===== src/rtl/mrd_pkg.sv =====
`timescale 1ns/1ps
package mrd_pkg;
  localparam int NUM_RATIOS = 5;

  typedef enum logic [1:0] {ST_SEEK, ST_CONFIRM, ST_LOCK} det_state_e;

  // ratio = mult * UNIT; code order is the index
  function automatic int ratio_mult(input int idx);
    case (idx)
      0:       return 2;
      1:       return 3;
      2:       return 4;
      3:       return 6;
      default: return 8;
    endcase
  endfunction
endpackage


===== src/rtl/mrd_edge_sync.sv =====
`timescale 1ns/1ps
module mrd_edge_sync #(
  parameter int STAGES = 2
) (
  input  logic clk_i,
  input  logic rst_ni,
  input  logic lrck_i,
  output logic rise_o
);
  logic [STAGES-1:0] sync_q;
  logic              prev_q;

  always_ff @(posedge clk_i or negedge rst_ni) begin
    if (!rst_ni) begin
      sync_q <= '0;
      prev_q <= 1'b0;
    end else begin
      sync_q <= {sync_q[STAGES-2:0], lrck_i};
      prev_q <= sync_q[STAGES-1];
    end
  end

  assign rise_o = sync_q[STAGES-1] & ~prev_q;
endmodule


===== src/rtl/mrd_period_cnt.sv =====
`timescale 1ns/1ps
module mrd_period_cnt #(
  parameter int CNT_W = 10
) (
  input  logic             clk_i,
  input  logic             rst_ni,
  input  logic             clear_i,
  input  logic             rise_i,
  output logic             per_vld_o,
  output logic [CNT_W-1:0] per_cnt_o
);
  localparam logic [CNT_W-1:0] CNT_MAX = '1;

  logic [CNT_W-1:0] cnt_q;
  logic             armed_q;

  always_ff @(posedge clk_i or negedge rst_ni) begin
    if (!rst_ni) begin
      cnt_q     <= '0;
      armed_q   <= 1'b0;
      per_vld_o <= 1'b0;
      per_cnt_o <= '0;
    end else if (clear_i) begin
      cnt_q     <= '0;
      armed_q   <= 1'b0;
      per_vld_o <= 1'b0;
    end else begin
      per_vld_o <= rise_i & armed_q;
      if (rise_i) begin
        per_cnt_o <= cnt_q;
        cnt_q     <= CNT_W'(1);
        armed_q   <= 1'b1;
      end else if (cnt_q != CNT_MAX) begin
        cnt_q <= cnt_q + 1'b1;  // saturates; long periods fall outside every window
      end
    end
  end


  vld_needs_arm_chk: assert property (@(posedge clk_i) disable iff (!rst_ni)
    per_vld_o |-> $past(armed_q));
endmodule


===== src/rtl/mrd_classify.sv =====
`timescale 1ns/1ps
module mrd_classify #(
  parameter int CNT_W = 10,
  parameter int UNIT  = 64,
  parameter int TOL   = 2
) (
  input  logic [CNT_W-1:0] cnt_i,
  output logic             ok_o,
  output logic [2:0]       code_o
);
  localparam int N = mrd_pkg::NUM_RATIOS;

  logic [N-1:0] hit;

  for (genvar i = 0; i < N; i++) begin : g_win
    localparam logic [CNT_W-1:0] LO = CNT_W'(mrd_pkg::ratio_mult(i) * UNIT - TOL);
    localparam logic [CNT_W-1:0] HI = CNT_W'(mrd_pkg::ratio_mult(i) * UNIT + TOL);
    assign hit[i] = (cnt_i >= LO) && (cnt_i <= HI);
  end

  always_comb begin
    code_o = '0;
    for (int i = 0; i < N; i++) begin
      if (hit[i]) code_o = 3'(i);
    end
  end

  assign ok_o = |hit;
endmodule


===== src/rtl/mclk_ratio_detect.sv =====
`timescale 1ns/1ps
module mclk_ratio_detect #(
  parameter int CNT_W       = 10,
  parameter int UNIT        = 64,
  parameter int TOL         = 2,
  parameter int SYNC_STAGES = 2
) (
  input  logic       clk_i,
  input  logic       rst_ni,
  input  logic       lrck_i,
  input  logic       start_i,
  output logic [2:0] ratio_o,
  output logic       high_rate_o,
  output logic [3:0] sclk_div_o,
  output logic       locked_o,
  output logic       error_o
);
  import mrd_pkg::*;

  logic             rise;
  logic             per_vld;
  logic [CNT_W-1:0] per_cnt;
  logic             cls_ok;
  logic [2:0]       cls_code;

  det_state_e state_q;
  logic [2:0] cand_q;
  logic [2:0] ratio_q;
  logic       err_q;

  mrd_edge_sync #(.STAGES(SYNC_STAGES)) u_sync (
    .clk_i  (clk_i),
    .rst_ni (rst_ni),
    .lrck_i (lrck_i),
    .rise_o (rise)
  );

  mrd_period_cnt #(.CNT_W(CNT_W)) u_cnt (
    .clk_i     (clk_i),
    .rst_ni    (rst_ni),
    .clear_i   (start_i),
    .rise_i    (rise),
    .per_vld_o (per_vld),
    .per_cnt_o (per_cnt)
  );

  mrd_classify #(.CNT_W(CNT_W), .UNIT(UNIT), .TOL(TOL)) u_cls (
    .cnt_i  (per_cnt),
    .ok_o   (cls_ok),
    .code_o (cls_code)
  );

  always_ff @(posedge clk_i or negedge rst_ni) begin
    if (!rst_ni) begin
      state_q <= ST_SEEK;
      cand_q  <= '0;
      ratio_q <= '0;
      err_q   <= 1'b0;
    end else if (start_i) begin
      state_q <= ST_SEEK;
      cand_q  <= '0;
      ratio_q <= '0;
      err_q   <= 1'b0;
    end else if (per_vld) begin
      err_q <= ~cls_ok;
      case (state_q)
        ST_SEEK: begin
          if (cls_ok) begin
            cand_q  <= cls_code;
            state_q <= ST_CONFIRM;
          end
        end
        ST_CONFIRM: begin
          if (cls_ok && cls_code == cand_q) begin
            ratio_q <= cand_q;
            state_q <= ST_LOCK;
          end else if (cls_ok) begin
            cand_q <= cls_code;
          end else begin
            state_q <= ST_SEEK;
          end
        end
        ST_LOCK: begin
          // mismatching period is discarded, detection restarts from scratch
          if (!(cls_ok && cls_code == ratio_q)) state_q <= ST_SEEK;
        end
        default: state_q <= ST_SEEK;
      endcase
    end
  end

  assign locked_o = (state_q == ST_LOCK);
  assign error_o  = err_q;

  always_comb begin
    ratio_o     = '0;
    high_rate_o = 1'b0;
    sclk_div_o  = '0;
    if (locked_o) begin
      ratio_o     = ratio_q;
      high_rate_o = (ratio_q < 3'd2);
      sclk_div_o  = 4'(ratio_mult(int'(ratio_q)) * UNIT / 64);
    end
  end


  lock_err_excl_chk: assert property (@(posedge clk_i) disable iff (!rst_ni)
    locked_o |-> !error_o);


  lock_after_event_chk: assert property (@(posedge clk_i) disable iff (!rst_ni)
    $rose(locked_o) |-> $past(per_vld));


  lock_drop_chk: assert property (@(posedge clk_i) disable iff (!rst_ni)
    (locked_o && per_vld && !start_i && !(cls_ok && cls_code == ratio_q)) |=> !locked_o);


  start_clear_chk: assert property (@(posedge clk_i) disable iff (!rst_ni)
    start_i |=> (!locked_o && !error_o));


  ratio_range_chk: assert property (@(posedge clk_i) disable iff (!rst_ni)
    locked_o |-> (ratio_o <= 3'd4));
endmodule


===== config.mk =====
export PLATFORM = sky130hd
export DESIGN_NAME = mclk_ratio_detect
export DESIGN_NICKNAME = d
export VERILOG_FILES = /design/src/rtl/mrd_pkg.sv /design/src/rtl/mrd_edge_sync.sv /design/src/rtl/mrd_period_cnt.sv /design/src/rtl/mrd_classify.sv /design/src/rtl/mclk_ratio_detect.sv
export SDC_FILE = /design/constraint.sdc
export NUM_CORES = 1
export LEC_CHECK = 0
export BUFFER_PORTS_ARGS = -buffer_cell sky130_fd_sc_hd__clkbuf_2
export CORE_MARGIN = 10
export CORE_UTILIZATION = 53
export DETAILED_ROUTE_END_ITERATION = 10
export PLACE_DENSITY = 0.75
export SETUP_SLACK_MARGIN = 0.5
export SYNTH_ARGS = -nofsm -noshare
export SYNTH_HDL_FRONTEND = slang
export SYNTH_SLANG_ARGS = --single-unit
export TNS_END_PERCENT = 30

===== constraint.sdc =====
create_clock -name clk_i -period 2.4 [get_ports clk_i]
set_clock_uncertainty 0.15 [all_clocks]
set_input_delay 0.24 -clock clk_i [delete_from_list [all_inputs] [get_ports clk_i]]
set_output_delay 0.24 -clock clk_i [all_outputs]
set_load 0.1 [all_outputs]

## After elaboration in Yosys (flattened, before gate mapping)

Cells that the tools add are included.

| word-level totals | value |
|---|---|
| register bits after elaboration | 34 |
| bits of input ports | 4 |
| output and inout bits | 10 |

| operators by class | value |
|---|---|
| $add $sub $neg | 1 |
| order comparisons | 11 |
| equality and inequality tests | 12 |
| muxes and demuxes | 32 |
| bitwise operators | 5 |
| reductions and logical operators | 20 |

Operator list:

| cell | number |
|---|---|
| 2-to-1 mux 10 bit | 3 |
| 2-to-1 mux 3 bit | 10 |
| >= comparator 10 x 8 -> 1 bit (second input constant) | 2 |
| >= comparator 10 x 9 -> 1 bit (second input constant) | 2 |
| less-or-equal comparator 10 x 8 -> 1 bit (second input constant) | 2 |
| less-or-equal comparator 10 x 9 -> 1 bit (second input constant) | 2 |
| 2-to-1 mux 2 bit | 8 |
| one-hot mux 4 bit (4 select lines) | 1 |
| adder 10 x 1 -> 10 bit (second input constant) | 1 |
| >= comparator 10 x 7 -> 1 bit (second input constant) | 1 |
| less-or-equal comparator 10 bit (second input constant) | 1 |
| != test 10 bit (second input constant) | 1 |
| != test 3 bit (second input constant) | 3 |
| nonzero test 2 bit | 4 |
| logical AND 1 bit | 7 |
| 2-to-1 mux 1 bit | 7 |
| == test 3 x 2 -> 1 bit (second input constant) | 2 |
| == test 3 bit | 2 |
| one-hot mux 2 bit (3 select lines) | 1 |
| one-hot mux 3 bit (2 select lines) | 1 |
| AND reduction 3 bit | 2 |
| nonzero test 3 bit | 2 |
| OR reduction 5 bit | 1 |
| 2-to-1 mux 4 bit | 1 |
| 11 further kinds | 14 |

## Depth between registers and ports, before layout

Gate-level depths: netlist of run 1.

| logic depth | value |
|---|---|
| word-level depth | 12 |
| mapped depth | 7 |

## Modules after synthesis

From an unflattened synthesis of run 1, not the netlist that was laid out.

| second synthesis, totals | value |
|---|---|
| cells, all modules | 183 |
| area total of the unflattened synthesis | 1859.3 um2 |

Modules (own cells, without submodules):

| module | times used | cells each | area an instance (um2) |
|---|---|---|---|
| mrd_period_cnt | 1 | 88 | 959.7 |
| mclk_ratio_detect | 1 | 63 | 633.1 |
| mrd_classify | 1 | 28 | 177.7 |
| mrd_edge_sync | 1 | 4 | 88.8 |

## Worst setup path before layout of run 1

No wires, ideal clock.

| timing path | value |
|---|---|
| path type | register to output |
| from | reg state_q[0] |
| to | out sclk_div_o[0] |
| arrival time | 3.608 ns |
| data required time | 2.010 ns |
| slack | -1.598 ns |
| cell stages (with the launch flop) | 4 |
| buffers on the path | 0 |
| cells stage by stage | dfrtp_1 -> nand2b_1 -> nor3_1 -> and2_1 |

| between the ends | value |
|---|---|
| longest elaborated chain between the ends | 2 |

RTL lines:

| element | line | RTL |
|---|---|---|
| from (decl) | mclk_ratio_detect.sv:26 | `det_state_e state_q;` |
| from (signal assigned) | mclk_ratio_detect.sv:55 | `state_q <= ST_SEEK;` |
| from (signal assigned) | mclk_ratio_detect.sv:60 | `state_q <= ST_SEEK;` |
| from (signal assigned) | mclk_ratio_detect.sv:70 | `state_q <= ST_CONFIRM;` |
| == test 2 bit | mclk_ratio_detect.sv:92 | `assign locked_o = (state_q == ST_LOCK);` |
| 2-to-1 mux 4 bit | mclk_ratio_detect.sv:99 | `if (locked_o) begin` |
| to (decl) | mclk_ratio_detect.sv:14 | `output logic [3:0] sclk_div_o,` |

Every way passes these cells.

## Worst setup path after layout of run 1

| timing path | value |
|---|---|
| from | reg u_cnt.per_cnt_o[4] |
| to | reg cand_q[1] |

| between the ends | value |
|---|---|
| longest elaborated chain between the ends | 10 |
| elaborated cells on any way between the ends | 29 |

RTL lines:

| element | line | RTL |
|---|---|---|
| from (decl) | mrd_period_cnt.sv:10 | `output logic [CNT_W-1:0] per_cnt_o` |
| from (signal assigned) | mrd_period_cnt.sv:30 | `per_cnt_o <= cnt_q;` |
| >= comparator 10 x 8 -> 1 bit (tied with other cells) | mrd_classify.sv:18 | `assign hit[i] = (cnt_i >= LO) && (cnt_i <= HI);` |
| logical AND 1 bit | mrd_classify.sv:18 |  |
| 2-to-1 mux 1 bit / 2-to-1 mux 2 bit (equally long branches) | mrd_classify.sv:24 | `if (hit[i]) code_o = 3'(i);` |
| 2-to-1 mux 2 bit | mrd_classify.sv:24 |  |
| 2-to-1 mux 2 bit / 2-to-1 mux 3 bit (equally long branches) | mrd_classify.sv:24 |  |
| 2-to-1 mux 3 bit (on tied branches) | mrd_classify.sv:24, mclk_ratio_detect.sv:68, mclk_ratio_detect.sv:77 |  |
| == test 3 bit / 2-to-1 mux 3 bit (equally long branches) | mclk_ratio_detect.sv:74 | `if (cls_ok && cls_code == cand_q) begin` |
| logical AND 1 bit / one-hot mux 3 bit (2 select lines) (equally long branches) | mclk_ratio_detect.sv:74, mclk_ratio_detect.sv:66 |  |
| != test 3 bit (no source line) / 2-to-1 mux 3 bit (equally long branches) | -- |  |
| AND reduction 3 bit (no source line) / 2-to-1 mux 3 bit (equally long branches) | -- |  |
| to (signal assigned) | mclk_ratio_detect.sv:69 | `cand_q <= cls_code;` |
| to (signal assigned) | mclk_ratio_detect.sv:78 | `cand_q <= cls_code;` |
| to (decl) | mclk_ratio_detect.sv:27 | `logic [2:0] cand_q;` |

Parallel ways exist; a longest one is shown, timed or not. The select of a mux whose other input is x is not followed.
A chain may end at the register's enable or synchronous reset.

==> out/metrics.yaml, run 1 <==
fill_cells: 243
detail_route.wirelength.met1_mm: 1.79
rrSetupSlack_ps: -10
core.rowCount: 21
synth.cells.most_frequent: "sky130_fd_sc_hd__dfrtp_1, sky130_fd_sc_hd__nor2_1, sky130_fd_sc_hd__nand2b_1"
failed_checks: "setup timing"
hold_path_class: "in -> reg"
worst_setup_path_startpoint: "u_cnt.per_cnt_o[4]$_DFFE_PN0P_"
cell_int_power_mw: 0.833
timing.final.crit_period_ps: 2410
drcViolationCount: 0
core_outline_area_sq_mm: 0.00334
power_density_over_cell_area_mw_per_mm2: 469
tightestPinTransition_ps: 813
cts_htree_levels: 2
final_nets: 213
yosysUniqueCellTypes: 46
cts_tree: "built"
multi_input_gate_area_in_the_final_layout_sq_mm: 0.00106
synthesis.yosys.warnings: 0
setup_crit_end_kind: "flop"
io_pins: 14
final_area_sq_mm: 0.00233
cts_sinks: 34
netlist_area_sq_mm: 0.00183
combinationalPowerShare_pct: 6.0
total_power_mw: 1.09
area_growth_pct: 27.4
final_hold_viol_count: 0
detailroute.wirelength.met3_um: 160
synth_top_area_share_pct: 46.6
timing.final.crit_share_pct: 100
avg_cell_area_syn_sq_um: 10.1
met2RoutedLength_mm: 2.14
worst_ep_arrival_time_ps: 2530
max_clock_freq_ghz: 0.415
synth_enable_flop_cells: 0
clk_transition_reported_paths_ps: 110
ys_seq_area_share_pct: 46.6
p_clk_share_pct: 39.0
routed-via-count: 1444
setup-violations-final: 1
cts-root-to-sink-buffers: 2
clk_latency_worst_skew_pair_ps: 340
grt_use_total_pct: 13.0
maxCapViolCount: 0
instances_no_fill: 255
worstSetupPathType: "reg -> reg"
timing.hold.worst.start: "start_i"
inserted_clock_buffers: 5
ys_dominant_reg_cell: "sky130_fd_sc_hd__dfrtp_1"
p_sw_mw: 0.258
start_util_pct: 54.7
r2r.worst_path.cells: 6
ir_drop_mv: 0.475
grt_overflow: 0
finalWeightedCongestion: 0.870
grt_max_degree: 35
drive_gt1_share_pct: 41.1
seq_area_sq_um: 858
reg2reg_to: "cand_q[1]$_DFFE_PN0P_"
totalWireLength_mm: 4.14
crit_required_ps: 2520
status: "finished, violations left"
number_of_buffers_inserted_by_port_buffering: 13
yosys-top-cells-area: "sky130_fd_sc_hd__dfrtp_1, sky130_fd_sc_hd__mux2_2, sky130_fd_sc_hd__nand2b_1"
synth_most_common_cell: "sky130_fd_sc_hd__dfrtp_1"
placement.cell_area_sq_mm: 0.00201
holdPathEnd: "u_cnt.armed_q$_DFFE_PN0P_"
slew_headroom_pct: 45.8
viasPerCell: 5.66
critical_path.max_fanout: 3
postSynthRegisterBits: 34
buffer_cell_driving_the_clock_tree_root: "sky130_fd_sc_hd__clkbuf_4"
postRouteAntennaNets: 0
fp.dieW_um: 78.7
antenna_found_initial: 0
syn_inst: 180
final-max-slew-violation-count: 0
rsz_0062_raised_after_global_routing: "yes"
dp_hpwl_mm: 2.84
min_path_cells: 2
drt_iter0_drc: 150
drt_pre_antenna_iters: 4
net_count_synth: 185
global_route_wire_length_before_repair_mm: 6.69
netSwitchingFraction_pct: 23.6
leakage_nw: 0.956
floorplan.die.height_um: 78.7
seqPwrFrac_pct: 55.0
post-route-worst-setup-slack_ps: -11.4
critical_path.startpoint_type: "flop"
wl_per_cell_um: 16.2
place_inst: 239
regToRegStartpoint: "u_cnt.per_cnt_o[4]$_DFFE_PN0P_"
synth-async-reset-ratio_pct: 100
dieArea_sq_mm: 0.00619
yosysTopAreaCell: "sky130_fd_sc_hd__dfrtp_1"
diodes: 0
top_layer_used: "met4"
first_global_vias: 1475
[critical path: stages (launching register included)]
cell	delay, ps
sky130_fd_sc_hd__dfrtp_1	400
sky130_fd_sc_hd__or4_4	520
sky130_fd_sc_hd__or4_4	440
sky130_fd_sc_hd__a21oi_2	150
sky130_fd_sc_hd__o22ai_2	100
sky130_fd_sc_hd__o21ai_0	320
sky130_fd_sc_hd__mux2i_1	240
[per-layer routing]
metal / vias up / global-route usage, %
met5: - / 0
met4: 0 / 4.84
met3: 6 / 4.17
met2: 28 / 22.3
met1: 720 / 14.9
li1: 690 / -
[flip-flops by register name, indices dropped and copies added (netlist names)]
signal and count:
cand_q 3, error_o 1, ratio_q 3, state_q 2
u_cnt.armed_q 1, u_cnt.cnt_q 10, u_cnt.per_cnt_o 10, u_cnt.per_vld_o 1
u_sync.prev_q 1, u_sync.sync_q 2
[what timing repair did]
action / in CTS / in global routing
endpoints found under the setup margin: 18 / 23
buffers inserted: 1 / 5
hold buffers: 2 / 0
pin swaps: 0 / 4
gates cloned: 0 / 0
endpoints found under the hold margin: 35 / 0
resized for setup: 7 / 54
[worst max path at each step]
stage / cells after the start / endpoint / slack, ps
5_1_grt: 6 / cand_q[1]$_DFFE_PN0P_ / -100
2_1_floorplan: 6 / state_q[1]$_DFFE_PN0P_ / 110
4_1_cts: 6 / state_q[1]$_DFFE_PN0P_ / 50
6_report: 6 / cand_q[1]$_DFFE_PN0P_ / -10
3_3_place_gp: 6 / state_q[1]$_DFFE_PN0P_ / 10
3_5_place_dp: 6 / state_q[1]$_DFFE_PN0P_ / 20
[power by group through the flow]
| stage | clock, mW | combinational, mW | sequential, mW |
|---|---|---|---|
| finish | 0.425 | 0.0656 | 0.600 |
| floorplan | 0 | 0.0349 | 0.609 |
| global route | 0.453 | 0.0743 | 0.603 |
| detailed placement | 0 | 0.0587 | 0.610 |
| CTS | 0.430 | 0.0626 | 0.598 |
| global placement | 0 | 0.0552 | 0.608 |
[cell families (layout without fill, tap and decap cells)]
group	count (synthesis)	after routing	synth area share, %
flip-flops	34	34	46.6
AND/OR/NAND/NOR	83	83	26.1
adder cells (fa/ha/maj)	1	1	0.685
XOR/XNOR	11	11	5.28
buffers and inverters	11	40	3.15
AO/OA/AOI/OAI	23	23	8.23
multiplexers	17	17	9.94
[cell usage in the layout (no fill, tap or decap), types with 3 or more instances in the layout]
cell | Yosys | final
sky130_fd_sc_hd__a211oi_1 | 4 | 3
sky130_fd_sc_hd__a21oi_1 | 7 | 6
sky130_fd_sc_hd__and2_2 | 1 | 5
sky130_fd_sc_hd__buf_4 | 0 | 14
sky130_fd_sc_hd__buf_6 | 2 | 3
sky130_fd_sc_hd__clkbuf_2 | 0 | 4
sky130_fd_sc_hd__clkbuf_4 | 0 | 6
sky130_fd_sc_hd__dfrtp_1 | 34 | 28
sky130_fd_sc_hd__dfrtp_2 | 0 | 6
sky130_fd_sc_hd__inv_1 | 4 | 3
sky130_fd_sc_hd__mux2_2 | 9 | 9
sky130_fd_sc_hd__mux2i_1 | 8 | 8
sky130_fd_sc_hd__nand2_1 | 9 | 9
sky130_fd_sc_hd__nand2b_1 | 14 | 13
sky130_fd_sc_hd__nand3_1 | 5 | 5
sky130_fd_sc_hd__nor2_1 | 16 | 14
sky130_fd_sc_hd__nor3_1 | 11 | 7
sky130_fd_sc_hd__nor3_4 | 0 | 3
sky130_fd_sc_hd__or2b_2 | 3 | 3
sky130_fd_sc_hd__xnor2_1 | 5 | 4
sky130_fd_sc_hd__xor2_1 | 6 | 6
[stage by stage]
step | hold WS [ps] | utilization [%] | TNS (ps) | setup WS [ps]
6_report | 117 | 69.7 | -11.4 | -11.4
2_1_floorplan | -206 | - | 0 | 110
4_1_cts | 108 | 64.5 | 0 | 49.3
3_5_place_dp | 197 | 60.3 | 0 | 16.8
5_1_grt | 142 | 69.7 | -212 | -104
3_3_place_gp | 194 | 60.3 | 0 | 11.3
[layout make-up]
class | count | share of cell area [%]
inverter | 4 | 0.646
timing repair buffer | 28 | 11.0
sequential | 34 | 36.9
tap | 46 | 2.47
clock inverter | 3 | 1.94
multi-input combinational | 135 | 45.4
clock buffer | 5 | 1.61
No activity file was read; power rests on OpenSTA's default activity.
==> inputs of run 2 (changes only) <==
- CELL_PAD_IN_SITES_DETAIL_PLACEMENT: default -> 1
- CELL_PAD_IN_SITES_GLOBAL_PLACEMENT: default -> 1
- CORE_UTILIZATION: 53 -> 42
- PLACE_DENSITY: 0.75 -> default
- PLACE_DENSITY_LB_ADDON: default -> 0.1
==> run 2 against run 1 <==
  * The run still ends with setup timing left
  * Sequential power is essentially flat
  * Combinational power is essentially flat
  * Via count shrank 0.62%
  * Critical path type unchanged
  * Critical endpoint is now state_q[1]$_DFFE_PN0P_
==> out/metrics.yaml, run 2 (synthesis results as in run 1) <==
final_nets: 213
dieArea_sq_mm: 0.00738
setup_crit_end_kind: "flop"
drcViolationCount: 0
layout.cells.most_common: "sky130_fd_sc_hd__dfrtp_1"
buffer_cell_driving_the_clock_tree_root: "sky130_fd_sc_hd__clkbuf_8"
worstSetupPathType: "reg -> reg"
grt_use_total_pct: 12.5
cts_htree_levels: 2
slew_headroom_pct: 44.2
globalRouteMet1Util_pct: 15.6
cts-root-to-sink-buffers: 2
inserted_clock_buffers: 5
area_growth_pct: 30.3
timing.critical_path.cells: "or4_4, or4_4, a21oi_2, o22ai_2, or4_1, mux2i_1"
hold_path_class: "in -> reg"
post-route-worst-setup-slack_ps: -47.9
timing.final.crit_share_pct: 102
grt_max_degree: 35
path_common_cell: "sky130_fd_sc_hd__or4_4"
critical_path.max_fanout: 3
fp.dieW_um: 85.9
global_route_wire_length_before_repair_mm: 7.62
top_usage_layer: "met2"
io_pins: 14
max_clock_freq_ghz: 0.409
number_of_buffers_inserted_by_port_buffering: 13
antenna_found_initial: 0
finalWeightedCongestion: 0.934
finalSetupTns_ps: -47.9
cell_int_power_mw: 1.03
timing.final.crit_period_ps: 2450
final_hold_viol_count: 0
failed_checks: "setup timing"
final-max-slew-violation-count: 0
tightestPinTransition_ps: 838
p_sw_mw: 0.264
drt_iter0_drc: 68
globalRouteMet2Util_pct: 20.1
p_clk_share_pct: 48.5
top_regs: "u_cnt.cnt_q (10), u_cnt.per_cnt_o (10)"
dp_hpwl_mm: 3.33
cp_slowest_cell: "sky130_fd_sc_hd__or4_4"
netSwitchingFraction_pct: 20.4
totalWireLength_mm: 4.60
critical_path.startpoint_type: "flop"
seqPwrFrac_pct: 46.5
combinationalPowerShare_pct: 5.1
cts_sinks: 34
core.rowCount: 23
status: "finished, violations left"
maximum_cell_stage_delay_along_the_critical_path_ps: 530
crit_required_ps: 2470
setup-violations-final: 1
routed-via-count: 1435
clk_transition_reported_paths_ps: 70
start_util_pct: 44.4
layout_common_cells: "sky130_fd_sc_hd__dfrtp_1, sky130_fd_sc_hd__nor2_1, sky130_fd_sc_hd__nand2b_1, sky130_fd_sc_hd__buf_4"
cts_tree: "built"
postRouteAntennaNets: 0
drt_pre_antenna_iters: 4
holdWs_ps: 177
maxCapViolCount: 0
wl_per_cell_um: 17.8
clk_latency_worst_skew_pair_ps: 290
drive_gt1_share_pct: 39.2
viasPerCell: 5.54
power_density_over_cell_area_mw_per_mm2: 544
rsz_0062_raised_after_global_routing: "yes"
core_outline_area_sq_mm: 0.00412
global_route.usage.met3_pct: 3.41
leakage_nw: 0.989
diodes: 0
ir_drop_mv: 0.680
floorplan.die.height_um: 85.9
first_global_vias: 1569
worst_ep_arrival_time_ps: 2510
grt_overflow: 0
-- run 2: cell types whose count changed in the layout (fill, tap and decap cells not counted), moves of 2 or more --
| cell | delta |
|---|---|
| sky130_fd_sc_hd__dfrtp_2 | -3 |
| sky130_fd_sc_hd__buf_6 | +2 |
| sky130_fd_sc_hd__clkbuf_4 | -5 |
| sky130_fd_sc_hd__dfrtp_1 | +3 |
| sky130_fd_sc_hd__buf_4 | -2 |
| sky130_fd_sc_hd__clkinvlp_4 | -2 |
| sky130_fd_sc_hd__clkbuf_8 | +5 |
-- run 2: power groups by stage --
| stage | combinational [mW] | sequential [mW] | clock, mW |
|---|---|---|---|
| 3_5_place_dp | 0.0596 | 0.610 | 0 |
| 2_1_floorplan | 0.0349 | 0.609 | 0 |
| 5_1_grt | 0.0733 | 0.603 | 0.672 |
| 3_3_place_gp | 0.0562 | 0.609 | 0 |
| 4_1_cts | 0.0634 | 0.599 | 0.643 |
| 6_report | 0.0654 | 0.601 | 0.627 |
-- run 2: per-stage QoR --
stage               worst slack (ps)  total power, mW  cell area, sq um  util, %  std cells
floorplan                        110            0.643              1880        -        180
global placement                3.27            0.665              2060     50.0        248
detailed placement              14.5            0.670              2060     50.0        248
CTS                             5.02             1.31              2230     54.2        259
global route                    -139             1.35              2380     57.8        259
finish                         -47.9             1.29              2380     57.8        259
-- run 2: critical path: cells and delay by family, from the launching register on --
family           cells  cell delay, ps
AND/OR/NAND/NOR      3            1410
flip-flops           1             410
AO/OA/AOI/OAI        2             270
multiplexers         1             140
-- run 2: layout make-up --
cell class / count / area, sq um
well taps: 50 / 62.6
clock inverters: 3 / 68.8
clock buffers: 5 / 68.8
flip-flops and latches: 34 / 855
repair buffers: 28 / 264
fillers: 458 / 1740
inverters: 4 / 15.0
multi-input cells: 135 / 1040
-- run 2: routing by layer --
metal / vias to the layer above / wire length, um
met3: 8 / 190
met4: 0 / 76
met2: 24 / 2290
met1: 715 / 2050
met5: - / 0
li1: 688 / -
-- run 2: path summary, 6_finish.rpt --
check,start,to,slack [ps],cells past startpoint
min in group asynchronous,rst_ni,u_cnt.cnt_q[7]$_DFFE_PN0P_,440,2
max,u_cnt.per_cnt_o[4]$_DFFE_PN0P_,state_q[1]$_DFFE_PN0P_,-50,6
min reg2reg,u_sync.sync_q[0]$_DFF_PN0_,u_sync.sync_q[1]$_DFF_PN0_,220,0
min,start_i,u_cnt.cnt_q[0]$_DFFE_PN0P_,180,2
max in group asynchronous,rst_ni,u_cnt.cnt_q[0]$_DFFE_PN0P_,1080,2
max reg2reg,u_cnt.per_cnt_o[4]$_DFFE_PN0P_,state_q[1]$_DFFE_PN0P_,-50,6
-- run 2: repair_timing --
action / 4_1_cts / 5_1_grt
pin swaps: 0 / 3
setup buffers: 1 / 0
gates resized for setup: 3 / 56
endpoints found under the setup margin: 18 / 24
hold buffers: 2 / 0
cloned: 0 / 0
hold endpoints to repair: 35 / 0
==> inputs of run 3 (changes only) <==
- RECOVER_POWER: default -> 50
==> run 3 against run 2 <==
  * Final area down 0.16%
  * The flow still finishes with violations (setup timing)
  * Critical path type unchanged
  * First-iteration DRC count unchanged
  * Maximum frequency unchanged
  * Combinational power down 0.8%
  * Critical endpoint unchanged
  * Core utilization down 0.091 points
  * Highest routed layer unchanged
  * Non-clock buffer count unchanged
  * Sequential cell count unchanged
  * Setup slack unchanged
  * Via count unchanged
==> out/metrics.yaml, run 3 (synthesis results as in run 1) <==
ir_drop_mv: 0.680
timing.critical_path.cells: "or4_4, or4_4, a21oi_2, o22ai_2, or4_1, mux2i_1"
core.rowCount: 23
regToRegStartpoint: "u_cnt.per_cnt_o[4]$_DFFE_PN0P_"
min_path_cells: 2
maximum_cell_stage_delay_along_the_critical_path_ps: 530
final_nets: 213
wl_per_cell_um: 17.8
dp_hpwl_mm: 3.33
drcViolationCount: 0
layout.cells.most_common: "sky130_fd_sc_hd__dfrtp_1"
cts-root-to-sink-buffers: 2
rrSetupSlack_ps: -50
area_growth_pct: 30.1
critical_path.startpoint_type: "flop"
total_power_mw: 1.29
inserted_clock_buffers: 5
status: "finished, violations left"
rsz_0062_raised_after_global_routing: "yes"
setup_crit_end_kind: "flop"
drive_gt1_share_pct: 38.8
r2r.worst_path.cells: 6
worst_ep_arrival_time_ps: 2510
reg2reg_to: "state_q[1]$_DFFE_PN0P_"
start_util_pct: 44.4
final-max-slew-violation-count: 0
clk_latency_worst_skew_pair_ps: 290
crit_required_ps: 2470
buffer_cell_driving_the_clock_tree_root: "sky130_fd_sc_hd__clkbuf_8"
layout_common_cells: "sky130_fd_sc_hd__dfrtp_1, sky130_fd_sc_hd__nor2_1, sky130_fd_sc_hd__nand2b_1, sky130_fd_sc_hd__buf_4"
path_common_cell: "sky130_fd_sc_hd__or4_4"
fp.dieW_um: 85.9
drt_iter0_drc: 68
dieArea_sq_mm: 0.00738
routed-via-count: 1435
tightestPinTransition_ps: 838
final_hold_viol_count: 0
diodes: 0
number_of_buffers_inserted_by_port_buffering: 13
cts_sinks: 34
top_regs: "u_cnt.cnt_q (10), u_cnt.per_cnt_o (10)"
maxCapViolCount: 0
cts_tree: "built"
timing.final.crit_period_ps: 2450
grt_overflow: 0
finalWeightedCongestion: 0.934
floorplan.die.height_um: 85.9
first_global_vias: 1569
placement.cell_area_sq_mm: 0.00206
timing.hold.worst.start: "start_i"
global_route_wire_length_before_repair_mm: 7.62
hold_path_class: "in -> reg"
final_area_sq_mm: 0.00237
leakage_nw: 0.985
cts_htree_levels: 2
power_density_over_cell_area_mw_per_mm2: 544
viasPerCell: 5.54
drt_pre_antenna_iters: 4
slew_headroom_pct: 44.2
timing.final.crit_share_pct: 102
core_outline_area_sq_mm: 0.00412
worstSetupPathType: "reg -> reg"
postRouteAntennaNets: 0
setup-violations-final: 1
critical_path.max_fanout: 3
grt_use_total_pct: 12.5
totalWireLength_mm: 4.61
clk_transition_reported_paths_ps: 70
antenna_found_initial: 0
io_pins: 14
post-route-worst-setup-slack_ps: -47.9
failed_checks: "setup timing"
cp_slowest_cell: "sky130_fd_sc_hd__or4_4"
fill_cells: 457
holdWs_ps: 177
max_clock_freq_ghz: 0.409
grt_max_degree: 35
holdPathEnd: "u_cnt.cnt_q[0]$_DFFE_PN0P_"
-- run 3: how the worst max path moves through the flow --
stage	from	endpoint	slack, ps
6_report	u_cnt.per_cnt_o[4]$_DFFE_PN0P_	state_q[1]$_DFFE_PN0P_	-50
5_1_grt	u_cnt.per_cnt_o[3]$_DFFE_PN0P_	state_q[1]$_DFFE_PN0P_	-140
2_1_floorplan	u_cnt.per_cnt_o[3]$_DFFE_PN0P_	state_q[1]$_DFFE_PN0P_	110
4_1_cts	u_cnt.per_cnt_o[3]$_DFFE_PN0P_	state_q[1]$_DFFE_PN0P_	5
3_5_place_dp	u_cnt.per_cnt_o[4]$_DFFE_PN0P_	ratio_q[2]$_DFFE_PN0P_	10
3_3_place_gp	u_cnt.per_cnt_o[3]$_DFFE_PN0P_	cand_q[1]$_DFFE_PN0P_	3
-- run 3: what timing repair did --
item | 4_1_cts | 5_1_grt
endpoints found under the hold margin | 35 | 0
setup endpoints to repair | 18 | 24
setup buffers | 1 | 0
hold buffers | 2 | 0
pin swaps | 0 | 3
resized for setup | 3 | 56
-- run 3: report_power, final --
part | leakage, nW | total, mW | switching (mW) | internal [mW]
Combinational | 0.459 | 0.0649 | 0.0392 | 0.0257
Sequential | 0.458 | 0.601 | 0.0134 | 0.587
Clock | 0.0683 | 0.627 | 0.211 | 0.416
Total | 0.985 | 1.29 | 0.264 | 1.03
-- run 3: cell type report --
class                   instances  area, sq um  share of cell area (%)
clock buffers                   5         68.8                    2.90
clock inverters                 3         68.8                    2.90
inverters                       4         15.0                   0.632
multi-input cells             135         1040                    44.0
flip-flops and latches         34          855                    36.0
well taps                      50         62.6                    2.63
repair buffers                 28          260                    11.0
-- run 3: per-layer routing --
layer / global-route usage (%) / part of all wire [%] / vias up
met5: 0 / 0 / -
met4: 4.19 / 1.7 / 0
met3: 3.41 / 4.1 / 8
met2: 20.1 / 50 / 24
met1: 15.6 / 44 / 715
li1: - / - / 688
-- run 3: critical path, delay by kind of cell, from the launching register on --
kind / cells / cell delay (ps)
flip-flops: 1 / 410
AO/OA/AOI/OAI: 2 / 270
multiplexers: 1 / 140
AND/OR/NAND/NOR: 3 / 1410
-- run 3: metrics by stage --
| stage | std cells | setup slack [ps] | setup TNS [ps] | util [%] |
|---|---|---|---|---|
| after floorplan | 180 | 110 | 0 | - |
| after global placement | 248 | 3.27 | 0 | 50.0 |
| after detailed placement | 248 | 14.5 | 0 | 50.0 |
| after CTS | 259 | 5.02 | 0 | 54.2 |
| after global routing | 259 | -139 | -253 | 57.7 |
| final | 259 | -47.9 | -47.9 | 57.7 |
